**src/rtl/irq_msg_agg_pkg.sv**
```systemverilog
package irq_msg_agg_pkg;

   localparam int unsigned WORD_W   = 32;
   localparam int unsigned OFF_MSG  = 32'h004;
   localparam int unsigned OFF_REQ  = 32'h00C;
   localparam int unsigned OFF_MASK = 32'h018;
   localparam int unsigned OFF_PEND = 32'h01C;
   localparam int unsigned OFF_LIVE = 32'h028;

   typedef enum logic [2:0] {
      SEL_NONE,
      SEL_MSG,
      SEL_REQ,
      SEL_MASK,
      SEL_PEND,
      SEL_LIVE
   } reg_sel_e;

endpackage

```
**src/rtl/irq_msg_agg_sync.sv**
```systemverilog
module irq_msg_agg_sync #(
   parameter int unsigned W      = 11,
   parameter int unsigned STAGES = 2,
   parameter logic [W-1:0] IMPL  = '1
) (
   input  logic         clk,
   input  logic         rst_n,
   input  logic [W-1:0] lines,
   output logic [W-1:0] level,
   output logic [W-1:0] change
);

   logic [W-1:0] prev_q;

   generate
      if (STAGES == 0) begin : g_direct
         assign level = lines & IMPL;
      end else begin : g_chain
         logic [W-1:0] stage_q [STAGES];
         always_ff @(posedge clk or negedge rst_n) begin
            if (!rst_n) begin
               for (int i = 0; i < int'(STAGES); i++) stage_q[i] <= '0;
            end else begin
               stage_q[0] <= lines & IMPL;
               for (int i = 1; i < int'(STAGES); i++) stage_q[i] <= stage_q[i-1];
            end
         end
         assign level = stage_q[STAGES-1];
      end
   endgenerate

   always_ff @(posedge clk or negedge rst_n) begin
      if (!rst_n) prev_q <= '0;
      else        prev_q <= level;
   end

   assign change = level ^ prev_q;

endmodule

```
**src/rtl/irq_msg_agg_regs.sv**
```systemverilog
module irq_msg_agg_regs
   import irq_msg_agg_pkg::*;
#(
   parameter int unsigned NUM_IRQ        = 11,
   parameter logic [NUM_IRQ-1:0] IMPL    = '1,
   parameter int unsigned ADDR_W         = 12
) (
   input  logic               clk,
   input  logic               rst_n,
   input  logic               reg_en,
   input  logic               reg_we,
   input  logic [ADDR_W-1:0]  reg_addr,
   input  logic [WORD_W-1:0]  reg_wdata,
   output logic [WORD_W-1:0]  reg_rdata,
   input  logic [NUM_IRQ-1:0] level,
   input  logic [NUM_IRQ-1:0] change,
   output logic [NUM_IRQ-1:0] mask_o,
   output logic [WORD_W-1:0]  cfg_o,
   output logic               replay_o
);

   reg_sel_e           sel;
   logic               rd_acc, wr_acc;
   logic [NUM_IRQ-1:0] mask_q, req_q, pend_q;
   logic [NUM_IRQ-1:0] evt, hit;
   logic [WORD_W-1:0]  cfg_q;

   always_comb begin
      if      (reg_addr == ADDR_W'(OFF_MSG))  sel = SEL_MSG;
      else if (reg_addr == ADDR_W'(OFF_REQ))  sel = SEL_REQ;
      else if (reg_addr == ADDR_W'(OFF_MASK)) sel = SEL_MASK;
      else if (reg_addr == ADDR_W'(OFF_PEND)) sel = SEL_PEND;
      else if (reg_addr == ADDR_W'(OFF_LIVE)) sel = SEL_LIVE;
      else                                    sel = SEL_NONE;
   end

   assign rd_acc = reg_en & ~reg_we;
   assign wr_acc = reg_en &  reg_we;
   assign evt    = change & IMPL;
   assign hit    = evt & mask_q;

   always_ff @(posedge clk or negedge rst_n) begin
      if (!rst_n) begin
         mask_q <= '0;
         req_q  <= '0;
         pend_q <= '0;
         cfg_q  <= '0;
      end else begin
         if (wr_acc && sel == SEL_MASK) mask_q <= reg_wdata[NUM_IRQ-1:0] & IMPL;
         if (wr_acc && sel == SEL_MSG)  cfg_q  <= reg_wdata;
         req_q  <= ((rd_acc && sel == SEL_REQ)  ? '0 : req_q)  | hit;
         pend_q <= ((rd_acc && sel == SEL_PEND) ? '0 : pend_q) | evt;
      end
   end

   always_comb begin
      reg_rdata = '0;
      if (rd_acc) begin
         unique case (sel)
            SEL_MSG:  reg_rdata = cfg_q;
            SEL_REQ:  reg_rdata = WORD_W'(req_q);
            SEL_MASK: reg_rdata = WORD_W'(mask_q);
            SEL_PEND: reg_rdata = WORD_W'(pend_q);
            SEL_LIVE: reg_rdata = WORD_W'(level);
            default:  reg_rdata = '0;
         endcase
      end
   end

   assign mask_o   = mask_q;
   assign cfg_o    = cfg_q;
   assign replay_o = wr_acc && sel == SEL_REQ;

   // every recorded change is visible in pending after the edge
   p_pend_set_r4: assert property (@(posedge clk) disable iff (!rst_n)
      (|evt) |=> ((pend_q & $past(evt)) == $past(evt)));

   // an unmasked change always lands in the request register
   p_req_set_r5: assert property (@(posedge clk) disable iff (!rst_n)
      (|hit) |=> ((req_q & $past(hit)) == $past(hit)));

endmodule

```
**src/rtl/irq_msg_agg_msg.sv**
```systemverilog
module irq_msg_agg_msg #(
   parameter int unsigned NUM_IRQ = 11,
   parameter int unsigned DATA_W  = 5
) (
   input  logic               clk,
   input  logic               rst_n,
   input  logic [NUM_IRQ-1:0] change,
   input  logic [NUM_IRQ-1:0] mask,
   input  logic               replay,
   input  logic [31:0]        cfg,
   input  logic               msg_ready,
   output logic               msg_valid,
   output logic [31:0]        msg_addr,
   output logic [31:0]        msg_data
);

   logic fire, launch;

   assign fire   = (|(change & mask)) | replay;
   assign launch = fire & (~msg_valid | msg_ready);

   always_ff @(posedge clk or negedge rst_n) begin
      if (!rst_n) begin
         msg_valid <= 1'b0;
         msg_addr  <= '0;
         msg_data  <= '0;
      end else begin
         msg_valid <= launch | (msg_valid & ~msg_ready);
         if (launch) begin
            msg_addr <= {cfg[31:DATA_W], {DATA_W{1'b0}}};
            msg_data <= {{(32-DATA_W){1'b0}}, cfg[DATA_W-1:0]};
         end
      end
   end

   // an unmasked change is followed by a valid message
   p_fire_r6: assert property (@(posedge clk) disable iff (!rst_n)
      (|(change & mask)) |=> msg_valid);

   // a stalled message keeps its contents
   p_hold_r8: assert property (@(posedge clk) disable iff (!rst_n)
      (msg_valid && !msg_ready) |=> (msg_valid && $stable(msg_addr) && $stable(msg_data)));

   // nothing to report means no new message
   p_quiet_r7: assert property (@(posedge clk) disable iff (!rst_n)
      (!msg_valid && !(|(change & mask)) && !replay) |=> !msg_valid);

endmodule

```
**src/rtl/irq_msg_agg.sv**
```systemverilog
module irq_msg_agg
   import irq_msg_agg_pkg::*;
#(
   parameter int unsigned NUM_IRQ          = 11,
   parameter logic [NUM_IRQ-1:0] IMPL_MASK = 11'h5FF,
   parameter int unsigned DATA_W           = 5,
   parameter int unsigned SYNC_STAGES      = 2,
   parameter int unsigned ADDR_W           = 12
) (
   input  logic               clk,
   input  logic               rst_n,
   input  logic [NUM_IRQ-1:0] irq_in,
   input  logic               reg_en,
   input  logic               reg_we,
   input  logic [ADDR_W-1:0]  reg_addr,
   input  logic [31:0]        reg_wdata,
   output logic [31:0]        reg_rdata,
   output logic               msg_valid,
   input  logic               msg_ready,
   output logic [31:0]        msg_addr,
   output logic [31:0]        msg_data
);

   generate
      if (NUM_IRQ < 1 || NUM_IRQ > WORD_W) begin : g_bad_irq
         $error("NUM_IRQ must lie in 1..32");
      end
      if (DATA_W < 1 || DATA_W > 16) begin : g_bad_data
         $error("DATA_W must lie in 1..16");
      end
      if (ADDR_W < 6 || ADDR_W > 16) begin : g_bad_addr
         $error("ADDR_W must lie in 6..16");
      end
      if (SYNC_STAGES > 4) begin : g_bad_sync
         $error("SYNC_STAGES must lie in 0..4");
      end
   endgenerate

   logic [NUM_IRQ-1:0] level, change, mask;
   logic [31:0]        cfg;
   logic               replay;

   irq_msg_agg_sync #(
      .W      (NUM_IRQ),
      .STAGES (SYNC_STAGES),
      .IMPL   (IMPL_MASK)
   ) u_sync (
      .clk    (clk),
      .rst_n  (rst_n),
      .lines  (irq_in),
      .level  (level),
      .change (change)
   );

   irq_msg_agg_regs #(
      .NUM_IRQ (NUM_IRQ),
      .IMPL    (IMPL_MASK),
      .ADDR_W  (ADDR_W)
   ) u_regs (
      .clk       (clk),
      .rst_n     (rst_n),
      .reg_en    (reg_en),
      .reg_we    (reg_we),
      .reg_addr  (reg_addr),
      .reg_wdata (reg_wdata),
      .reg_rdata (reg_rdata),
      .level     (level),
      .change    (change),
      .mask_o    (mask),
      .cfg_o     (cfg),
      .replay_o  (replay)
   );

   irq_msg_agg_msg #(
      .NUM_IRQ (NUM_IRQ),
      .DATA_W  (DATA_W)
   ) u_msg (
      .clk       (clk),
      .rst_n     (rst_n),
      .change    (change),
      .mask      (mask),
      .replay    (replay),
      .cfg       (cfg),
      .msg_ready (msg_ready),
      .msg_valid (msg_valid),
      .msg_addr  (msg_addr),
      .msg_data  (msg_data)
   );

endmodule

```
**config.mk**
```make
export PLATFORM = sky130hd
export DESIGN_NAME = irq_msg_agg
export DESIGN_NICKNAME = d
export VERILOG_FILES = /design/src/rtl/irq_msg_agg_pkg.sv /design/src/rtl/irq_msg_agg_sync.sv /design/src/rtl/irq_msg_agg_regs.sv /design/src/rtl/irq_msg_agg_msg.sv /design/src/rtl/irq_msg_agg.sv
export SDC_FILE = /design/constraint.sdc
export NUM_CORES = 1
export LEC_CHECK = 0
export CAP_MARGIN = 25
export CELL_PAD_IN_SITES_DETAIL_PLACEMENT = 0
export CELL_PAD_IN_SITES_GLOBAL_PLACEMENT = 1
export CORE_MARGIN = 5
export CORE_UTILIZATION = 34
export DETAILED_ROUTE_END_ITERATION = 16
export PLACE_DENSITY = 0.78
export SETUP_SLACK_MARGIN = 0.4
export SYNTH_ARGS = -nofsm -noshare
export SYNTH_HDL_FRONTEND = slang
export SYNTH_SLANG_ARGS = --single-unit
```
**constraint.sdc**
```tcl
create_clock -name clk -period 1.8 [get_ports clk]
set_input_delay 0.18 -clock clk [delete_from_list [all_inputs] [get_ports clk]]
set_output_delay 0.18 -clock clk [all_outputs]
set_load 0.005 [all_outputs]
```
After elaboration in Yosys (flattened, before gate mapping)
Index checks and enable logic that the tools add are counted.
Storage, ports and cells
  flip-flop bits (word level): 127
  bits in latches: 0
  bits in writable memories: 0
  bits in read-only memories: 0
  input port bits: 60
  logic and storage cells: 50
  memories kept: 0
Cells by class
  $add $sub $neg: 0
  $mul: 0
  divide/modulo/power cells: 0
  magnitude comparators: 0
  eq/ne operators: 10
  shift operators: 0
  multiplexer cells: 9
  bitwise operators: 15
  reductions and logical operators: 6
Operator list (count)
  one-hot mux 32 bit (5 select lines): 1
  2-to-1 mux 32 bit: 1
  == test 12 x 5 -> 1 bit, second input constant: 2
  bitwise AND 11 bit: 2
  2-to-1 mux 11 bit: 2
  OR 11 bit: 2
  2-to-1 mux 3 bit: 5
  == test 12 x 3 -> 1 bit, second input constant: 1
  == test 12 x 4 -> 1 bit, second input constant: 1
  == test 12 x 6 -> 1 bit, second input constant: 1
  OR reduction 11 bit: 1
  XOR 11 bit: 1
  == test 3 x 2 -> 1 bit, second input constant: 2
  == test 3 bit, second input constant: 2
  logical AND 1 bit: 5
  bitwise AND 1 bit: 4
  == test 3 x 1 -> 1 bit, second input constant: 1
  NOT 1 bit: 3
  OR 1 bit: 3

Logic depth before layout (Yosys ltp)
Gate-level depths: netlist of run 1.
  depth in word-level cells: 11
  mapped depth: 7
  gate-level depth less buffers: 5

By module
From an unflattened synthesis of run 1, not the netlist that was laid out.
Unflattened totals
  cells, all modules: 415
  area total of the unflattened synthesis: 5596.6 sq um
Modules (own cells, without submodules)
  irq_msg_agg_regs: times used 1, cells each 249, area each 2974.1 sq um, seq. area each 1551.5 sq um
  irq_msg_agg_msg: times used 1, cells each 113, area each 1690.4 sq um, seq. area each 825.8 sq um
  irq_msg_agg_sync: times used 1, cells each 53, area each 932.1 sq um, seq. area each 750.7 sq um

Least setup slack after synthesis of run 1
Ideal clock, no wire load.
  path type: register -> register
  from: reg u_sync.g_chain.stage_q (netlist bit u_sync.level[0])
  to: reg u_msg.msg_addr[10]
  setup time: 0.125 ns
  arrival time: 1.703 ns
  data required time: 1.675 ns
  path slack: -0.028 ns
  stages on the path, launching flop included: 7
  path buffers: 1
  clock period less this slack: 1.828 ns
  cell sequence: dfrtp_1 xor2_1 a22oi_2 nand3_2 o31a_4 buf_12 mux2_4
Between the ends
  cells in the longest elaborated chain, start to end: 5
RTL lines
  start, declared: RTL line irq_msg_agg_sync.sv:19  | logic [W-1:0] stage_q [STAGES];
  XOR 11 bit: RTL line irq_msg_agg_sync.sv:37  | assign change = level ^ prev_q;
  bitwise AND 11 bit: RTL line irq_msg_agg_msg.sv:19  | assign fire = (|(change & mask)) | replay;
  OR reduction 11 bit: RTL line irq_msg_agg_msg.sv:19
  OR 1 bit: RTL line irq_msg_agg_msg.sv:19
  bitwise AND 1 bit: RTL line irq_msg_agg_msg.sv:20  | assign launch = fire & (~msg_valid | msg_ready);
  end signal, assigned: RTL line irq_msg_agg_msg.sv:30  | msg_addr <= {cfg[31:DATA_W], {DATA_W{1'b0}}};
  end, declared: RTL line irq_msg_agg_msg.sv:13  | output logic [31:0] msg_addr,
Every way passes these cells.
A chain may end at the register's enable or synchronous reset.

Worst setup path after layout of run 1
  from: reg u_sync.g_chain.stage_q (netlist bit u_sync.level[5])
  to: reg u_msg.msg_addr[20]
Same word-level chain as after synthesis.

==> flow_summary.ini, run 1 <==
[critical_path]
required_ps = 2100
critical_path.slowest_cell = o31a_4
startpoint_type = flop
rr_worst_depth = 7
critPathBufInv = 2
critPathMaxFanout = 6
cpPeakStageDelay_ps = 490
path_class = flop to flop
rrSetupSlack_ps = -270
crit_path_cell_trace = buf_6 > xor2_2 > nand2_2 > nand4_1 > o31a_4 > clkbuf_16 > mux2_4
critPathTopFamily = compound AO/OA/AOI/OAI gates
endpoint_kind = flop
reg2reg_to = u_msg.msg_addr[20]
cp.arrival_ps = 2370
regToRegStartpoint = u_sync.level[5]

[die]
die_area_um2 = 18600
io_pins = 157
initial_core_util = 0.345
die_h_um = 136
fp.dieW_um = 136
row_count = 46
core_area_um2 = 15800

[routing]
dr_total_vias = 3978
first_pass_iters = 7
routed_wl_um = 16400
drtIter0Drc = 279
drc = 0
avgViaCountPerCell = 4.74
wl_per_cell_um = 19.5
ant_nets = 0

[timing]
rsz0062_at_grt = yes
setup_ws_ps = -269
tightest_slew_ps = 504
relSlewSlack = 0.664
hold_slack_ps = 197
fin_crit_sh = 1.15
finalSetupViolCount = 47
skew_ps = 10.3
slew_violations = 0
fmax_mhz = 483
min_period_ps = 2070
setup_tns_ps = -9770
hold_violations = 0

[final_layout]
final_nets = 671
drive_gt1_frac = 0.487
seqCellArea_um2 = 3130
postLayoutCoreUtil = 0.559
multiInputGateArea_um2 = 2470
syn2layout_area_growth_pct = 62.1
fillers = 1307
antenna_cells = 0

[clocking]
cts_tree = done
clkTransAtPathRegs_ps = 60
cts_buffers = 17
htree_levels = 4
clk_latency_ps = 420
root_buffer = clkbuf_16
clock_path_buffers = 2
cts_sinks = 125

[grt]
antenna_found_initial = 0
gr-total-overflow = 0
grt_max_degree = 66
top_usage_layer = met2
grtUsageTotal = 0.179
grt_pass1_wl_um = 24900
grt_util_met3 = 0.0518
grt_pass1_vias = 4267
grtUsageMet1 = 0.249
groute.layer.met2.usage = 0.269

[hold_path]
min_from = irq_in[7]
hold_depth = 1
min_path_type = input port to flop
min_to = u_sync.g_chain.stage_q[18]

[run_status]
status = finished with violations
failed_checks = negative setup slack

[synthesis]
netlist.area_leader.share = 0.575
netlist.top_cell.by_area = dfrtp_1
synth.area.mux_share = 0.176
synthAdderAreaFrac = 0
netlist_instances = 387
avgSynthCellArea_um2 = 14.1
synth_compound_area_frac = 0.0861
synth_top_family_by_area = multiplexers
synth.ff_latch_count = 125
synth.yosys.seq_area_share = 0.575
synth_xor_area_frac = 0.0161
ys_warn_count = 0
synthSimpleGateAreaFrac = 0.0762
yosysUniqueCellTypes = 38
ys_top_cells_by_area = dfrtp_1 58%, mux2_2 8.7%, mux2_4 8.3%, buf_4 4.8%, a22o_1 3.9%
syn_area_um2 = 5440

[pwr]
powerDensity_nw_per_um2 = 813
pwr-share-comb = 0.060
cellLeakagePower_nw = 4.25
internal_power_mw = 5.69
ir_drop_uv = 847
clkPwrFrac = 0.538
p_switching_mw = 1.48
switching_share = 0.206
seqPwrFrac = 0.402

[placement]
dpl.hpwl_um = 10200
routabilityCongestion = 0.786
port_buffers = 123

[job]
cap_violations = 0
per-stage QoR:
step	setup WS, ps	std cells	power [mW]	instance area, um^2
after global routing	-337	840	7.40	8820
final	-269	840	7.17	8820
after detailed placement	-754	756	3.31	7280
after global placement	-727	756	3.30	7280
after floorplan	17.6	418	3.08	5780
after CTS	-270	831	7.20	8580
cell families after synthesis:
logic type	after synthesis
AOI/OAI and AO/OA	51
xor gates and xnor gates	10
buffers and inverters	52
DFF	125
muxes	75
other	1
and+or+nand+nor	73
per-layer routing:
layer	wire length (um)	vias to the layer above	part of all wire
met4	270	0	0.016
met1	7390	2027	0.45
met3	875	20	0.053
li1	-	1791	-
met2	7830	140	0.48
met5	0	-	0
flip-flops by register name, summed over array words and instances, names as in the netlist:
register and flops:
u_regs.pend_q 10, u_sync.g_chain.stage_q 10, u_regs.cfg_o 32, u_msg.msg_addr 27, u_sync.level 10, u_regs.req_q 10
u_msg.msg_data 5, u_msg.msg_valid 1, u_regs.mask_o 10, u_sync.prev_q 10
area by class of cell:
| type | instances | area share |
|---|---|---|
| clock inverter | 10 | 0.0209 |
| timing repair buffer | 225 | 0.258 |
| tap | 216 | 0.0307 |
| clock buffer | 22 | 0.0549 |
| multi-input combinational | 241 | 0.280 |
| inverter | 1 | 0.000426 |
| sequential | 125 | 0.355 |
repair_timing:
action	in CTS	in global routing
resized for setup	309	25
hold buffers	1	0
pin swaps	45	31
endpoints found under the hold margin	125	0
cloned	8	3
setup buffers	34	6
setup endpoints to repair	159	127
cells in the mapped netlist, drive strengths merged:
master / n
dfrtp: 125
a22oi: 3
nand2b: 2
xor2: 10
and2: 2
buf: 42
nand2: 15
a22o: 26
nor2: 16
inv: 1
or4b: 2
nor4: 1
clkbuf: 9
mux2i: 1
nor3b: 1
and3: 22
and4b: 1
o31a: 1
a21o: 10
nor2b: 2
nor3: 3
mux2: 74
conb: 1
o22ai: 1
a222oi: 10
nand4: 3
nand3: 3
placed cells by master (no fill, tap or decap), types with 3 or more instances in the layout:
cell type / count
buf_6: 51
clkbuf_16: 19
conb_1: 32
bufinv_16: 5
nand4_1: 3
a222oi_1: 10
nand2_2: 6
a22oi_2: 3
buf_16: 4
a22o_1: 24
xor2_1: 5
clkdlybuf4s50_1: 45
buf_12: 9
nor2_1: 8
nor2_4: 7
buf_2: 18
clkbuf_8: 4
mux2_4: 72
nand2_1: 9
and3_1: 4
buf_4: 51
dfrtp_1: 124
and3_4: 18
xor2_2: 4
dlygate4sd2_1: 35
buf_8: 6
a21o_1: 9
worst max path at each step:
stage	start	end	slack, ps	cells past startpoint
after floorplan	u_sync.prev_q[8]	u_msg.msg_addr[10]	20	6
after global placement	reg_addr[5]	reg_rdata[5]	-730	8
after detailed placement	reg_addr[5]	reg_rdata[5]	-750	8
after CTS	u_sync.level[7]	reg_rdata[7]	-270	5
after global routing	u_sync.level[7]	reg_rdata[7]	-340	5
final	u_sync.level[5]	u_msg.msg_addr[20]	-270	7
power groups by stage:
stage	combinational [mW]	clock [mW]	sequential (mW)
finish	0.431	3.86	2.88
detailed placement	0.381	0	2.93
floorplan	0.151	0	2.92
global placement	0.372	0	2.93
CTS	0.415	3.91	2.88
global route	0.470	4.05	2.88
Note: power is estimated with default switching activity, not from simulation.
==> run 2: changes to the inputs <==
==> constraint.sdc (replaced) <==
create_clock -name clk -period 1.8 [get_ports clk]
set_input_delay 0.36 -clock clk [delete_from_list [all_inputs] [get_ports clk]]
set_output_delay 0.36 -clock clk [all_outputs]
set_load 0.005 [all_outputs]
==> run 2 against run 1 <==
The flow still finishes with violations (negative setup slack). Hold slack better by 73 ps. Clock power shrank 13%. Non-clock buffer count increased by 39. Final cell count is 4.6% higher. Clock skew about the same. Global-route usage is 0.14 points lower. Critical path type is now input port to output pin.
==> flow_summary.ini, run 2 (same netlist as run 1, synthesis figures left out) <==
[clocking]
root_buffer = clkbuf_16
clock_path_buffers = 2
cts_tree = done
htree_levels = 4
clk_latency_ps = 420
clkTransAtPathRegs_ps = 60
cts_sinks = 125
cts_buffers = 17

[final_layout]
largest_reg_flops = 32
final_nets = 710
mostFrequentLayoutCells = 125 x dfrtp_1, 84 x buf_4, 72 x mux2_4, 45 x buf_6, 45 x clkdlybuf4s50_1
drive_gt1_frac = 0.544
final_cell_area_um2 = 9010
final_common_cell = dfrtp_1
stdcell_count = 879
postLayoutCoreUtil = 0.571
syn2layout_area_growth_pct = 65.6
antenna_cells = 0

[pwr]
cellLeakagePower_nw = 4.34
ir_drop_uv = 671
powerDensity_nw_per_um2 = 743

[timing]
min_period_ps = 2270
fmax_mhz = 440
slew_violations = 0
skew_ps = 9.79
setup_ws_ps = -472
relSlewSlack = 0.604
setup_tns_ps = -23430
fin_crit_sh = 1.26
finalSetupViolCount = 97
hold_violations = 0
tightest_slew_ps = 594
rsz0062_at_grt = yes

[grt]
grt_pass1_wl_um = 24800
gr-total-overflow = 0
grtUsageTotal = 0.178
antenna_found_initial = 0
grt_pass1_vias = 4439
grt_max_degree = 79

[routing]
first_pass_iters = 6
avgViaCountPerCell = 4.71
routed_wl_um = 16600
ant_nets = 0
highest_layer = met4
dr_total_vias = 4136
drtIter0Drc = 279
dr_wl_met2_um = 8320
wl_per_cell_um = 18.8
drc = 0
met3_length_um = 893
met1_length_um = 7040

[placement]
placed_area_um2 = 7470
pre_cts_ws_ps = -1140
dpl.hpwl_um = 10400
placed_cells = 780
port_buffers = 123
routabilityCongestion = 0.814

[die]
die_area_um2 = 18600
row_count = 46
initial_core_util = 0.345
io_pins = 157
fp.dieW_um = 136
core_area_um2 = 15800
die_h_um = 136

[critical_path]
endpoint_kind = output pin
cp.arrival_ps = 1910
cp-startpoint = reg_addr[5]
regToRegStartpoint = u_sync.level[7]
path_class = input port to output pin
startpoint_type = input port
required_ps = 1440
critPathMaxFanout = 4

[run_status]
status = finished with violations
failed_checks = negative setup slack

[job]
cap_violations = 0

[hold_path]
min_path_type = input port to asynchronous set/reset pin
run 2: through the flow:
stage	power [mW]	hold slack, ps
2_1_floorplan	3.08	64.4
3_3_place_gp	3.30	157
3_5_place_dp	3.32	158
4_1_cts	6.73	244
5_1_grt	6.91	285
6_report	6.69	270
run 2: cell type report:
cell class,count,area (um^2)
clock buffer,19,443
clock inverter,13,141
fill,1258,6760
inverter,1,3.75
multi-input combinational,241,2440
sequential,125,3130
tap,216,270
timing repair buffer,264,2580
run 2: metal layers:
layer  track usage  vias up
met3        0.0374       25
met4        0.0633        0
met5             0        -
li1              -     1863
met1         0.236     2106
met2         0.288      142
run 2: critical path, stage by stage:
cell      delay [ps]
buf_8            100
nor2b_4          120
buf_6            130
buf_12           120
a22o_1           220
a22o_1           170
a222oi_1         460
nor2_4            80
buf_2            140
run 2: worst paths after layout:
check / to / slack, ps / cells past startpoint
setup / recovery: reg_rdata[6] / -470 / 9
max in group asynchronous: u_regs.cfg_o[29] / 760 / 3
setup reg to reg: u_msg.msg_addr[19] / -390 / 8
hold reg to reg: u_sync.level[5] / 350 / 0
hold / removal: u_sync.g_chain.stage_q[19] / 270 / 2
min in group clk: u_sync.level[5] / 350 / 0
run 2: power by group:
group	switching, mW	internal (mW)
combinational	0.200	0.251
clock	1.28	2.08
sequential	0.0263	2.85
total	1.51	5.18
run 2: repair_timing:
item                       in CTS  in global routing
gates resized for setup       343                 40
setup endpoints to repair     160                144
hold buffers                    1                  0
pin swaps                      32                 27
gates cloned                    9                  1
setup buffers                  39                 17
hold endpoints to repair       37                  0
==> run 3: changes to the inputs <==
--- a/config.mk
+++ b/config.mk
@@ -5,9 +5,10 @@
 export SDC_FILE = /design/constraint.sdc
 export NUM_CORES = 1
 export LEC_CHECK = 0
-export CAP_MARGIN = 25
+export CAP_MARGIN = 10
 export CELL_PAD_IN_SITES_DETAIL_PLACEMENT = 0
 export CELL_PAD_IN_SITES_GLOBAL_PLACEMENT = 1
+export CORE_ASPECT_RATIO = 0.5
 export CORE_MARGIN = 5
 export CORE_UTILIZATION = 34
 export DETAILED_ROUTE_END_ITERATION = 16
==> run 3 against run 2 <==
The flow still finishes with violations (negative setup slack). Maximum frequency grew 1.3%. Sequential share of layout area grew 0.59 points. Clock power grew 1%. Hold slack gained 79 ps. Critical path type unchanged. Sequential power is essentially flat. Non-clock buffer count shrank 25. Combinational power shrank 5.6%. Setup slack gained 29 ps. Core utilization shrank 0.11 points. Largest cell class unchanged.
==> flow_summary.ini, run 3 (same netlist as run 1, synthesis figures left out) <==
[run_status]
status = finished with violations
failed_checks = negative setup slack

[critical_path]
critPathTopFamily = simple AND/OR/NAND/NOR gates
required_ps = 1440
cpPeakStageDelay_ps = 280
endpoint_kind = output pin
crit_path_cell_trace = buf_6 > nor4_4 > nand2_2 > nor3b_4 > buf_6 > buf_6 > nand3_4 > buf_6 > buf_8 > nor2_4 > buf_2
regToRegStartpoint = u_sync.level[7]
critPathBufInv = 6
critical_path.slowest_cell = nor4_4
reg2reg_to = u_msg.msg_data[4]
crit_cells = 11
rrSetupSlack_ps = -390
path_class = input port to output pin
path_common_cell = buf_6
cp.arrival_ps = 1880
critPathMaxFanout = 4
rr_worst_depth = 8
startpoint_type = input port

[routing]
first_pass_iters = 7
ant_nets = 0
avgViaCountPerCell = 4.79
wl_per_cell_um = 18.8
routed_wl_um = 15800
drtIter0Drc = 250
dr_total_vias = 4031
drc = 0

[final_layout]
final_common_cell = dfrtp_1
final_nets = 685
multiInputGateArea_um2 = 2440
seqCellArea_um2 = 3130
postLayoutCoreUtil = 0.570
drive_gt1_frac = 0.519
fillers = 1236
mostFrequentLayoutCells = 125 x dfrtp_1, 64 x mux2_4, 55 x buf_4, 49 x buf_6, 44 x clkdlybuf4s50_1
final_cell_area_um2 = 8860
largest_reg_flops = 32
antenna_cells = 0
syn2layout_area_growth_pct = 62.9

[hold_path]
min_from = u_sync.g_chain.stage_q[15]
min_to = u_sync.level[4]
hold_depth = 0
min_path_type = flop to flop

[timing]
slew_violations = 0
fmax_mhz = 446
skew_ps = 9.79
tightest_slew_ps = 538
setup_ws_ps = -443
min_period_ps = 2240
rsz0062_at_grt = yes
hold_violations = 0
relSlewSlack = 0.642
finalSetupViolCount = 126
fin_crit_sh = 1.25

[grt]
gr-total-overflow = 0
grt_max_degree = 43
grtUsageTotal = 0.169
antenna_found_initial = 0
grt_pass1_vias = 4469
grt_pass1_wl_um = 24700

[pwr]
p_total_mw = 6.71
pwr-share-comb = 0.063
p_switching_mw = 1.50
seqPwrFrac = 0.429
internal_power_mw = 5.22
ir_drop_uv = 536
powerDensity_nw_per_um2 = 758
switching_share = 0.223
clkPwrFrac = 0.508
cellLeakagePower_nw = 4.20

[die]
die_h_um = 99.4
core_area_um2 = 15500
io_pins = 157
fp.dieW_um = 189
initial_core_util = 0.350
die_area_um2 = 18800
row_count = 32

[clocking]
clkTransAtPathRegs_ps = 60
htree_levels = 4
clock_path_buffers = 2
clk_latency_ps = 400
cts_tree = done
root_buffer = clkbuf_16
cts_sinks = 125
cts_buffers = 17

[job]
cap_violations = 0

[placement]
dpl.hpwl_um = 9830
pre_cts_ws_ps = -1080
routabilityCongestion = 0.778
placed_area_um2 = 7470
port_buffers = 123
-- run 3: layout make-up --
type,instances,area share
clock buffers,21,0.0520
clock inverters,11,0.0150
inverters,1,0.000424
multi-input cells,241,0.275
flip-flops and latches,125,0.353
well taps,204,0.0288
repair buffers,239,0.275
-- run 3: power groups by stage --
| stage | registers, mW | clock network (mW) | logic [mW] |
|---|---|---|---|
| 5_1_grt | 2.88 | 3.62 | 0.458 |
| 3_3_place_gp | 2.93 | 0 | 0.383 |
| 2_1_floorplan | 2.92 | 0 | 0.151 |
| 6_report | 2.88 | 3.41 | 0.425 |
| 3_5_place_dp | 2.93 | 0 | 0.389 |
| 4_1_cts | 2.88 | 3.46 | 0.419 |
-- run 3: layer usage --
metal / global-route usage / up-vias / wire length (um)
met5: 0 / - / 0
met4: 0.0414 / 0 / 157
met3: 0.0389 / 11 / 855
met1: 0.226 / 2062 / 7050
met2: 0.282 / 144 / 7780
li1: - / 1814 / -
-- run 3: metrics by stage --
step / TNS, ps / instances / hold slack [ps]
floorplan: 0 / 418 / 64.4
global placement: -92860 / 767 / 283
detailed placement: -95930 / 767 / 286
CTS: -29740 / 837 / 354
global route: -44570 / 842 / 361
finish: -37650 / 842 / 350
-- run 3: timing repair --
| action | in CTS | in global routing |
|---|---|---|
| cloned | 11 | 0 |
| endpoints found under the hold margin | 20 | 0 |
| setup endpoints to repair | 160 | 142 |
| setup buffers | 26 | 5 |
| hold buffers | 1 | 0 |
| pin swaps | 33 | 14 |
| gates resized for setup | 328 | 48 |
-- run 3: worst max-delay path by stage --
stage	startpoint	to	slack, ps
finish	reg_addr[10]	reg_rdata[2]	-440
global route	reg_addr[10]	reg_rdata[2]	-530
CTS	u_sync.level[2]	reg_rdata[2]	-490
detailed placement	reg_addr[5]	reg_rdata[3]	-1080
global placement	reg_addr[1]	reg_rdata[26]	-1050
floorplan	u_sync.prev_q[8]	u_msg.msg_addr[10]	20
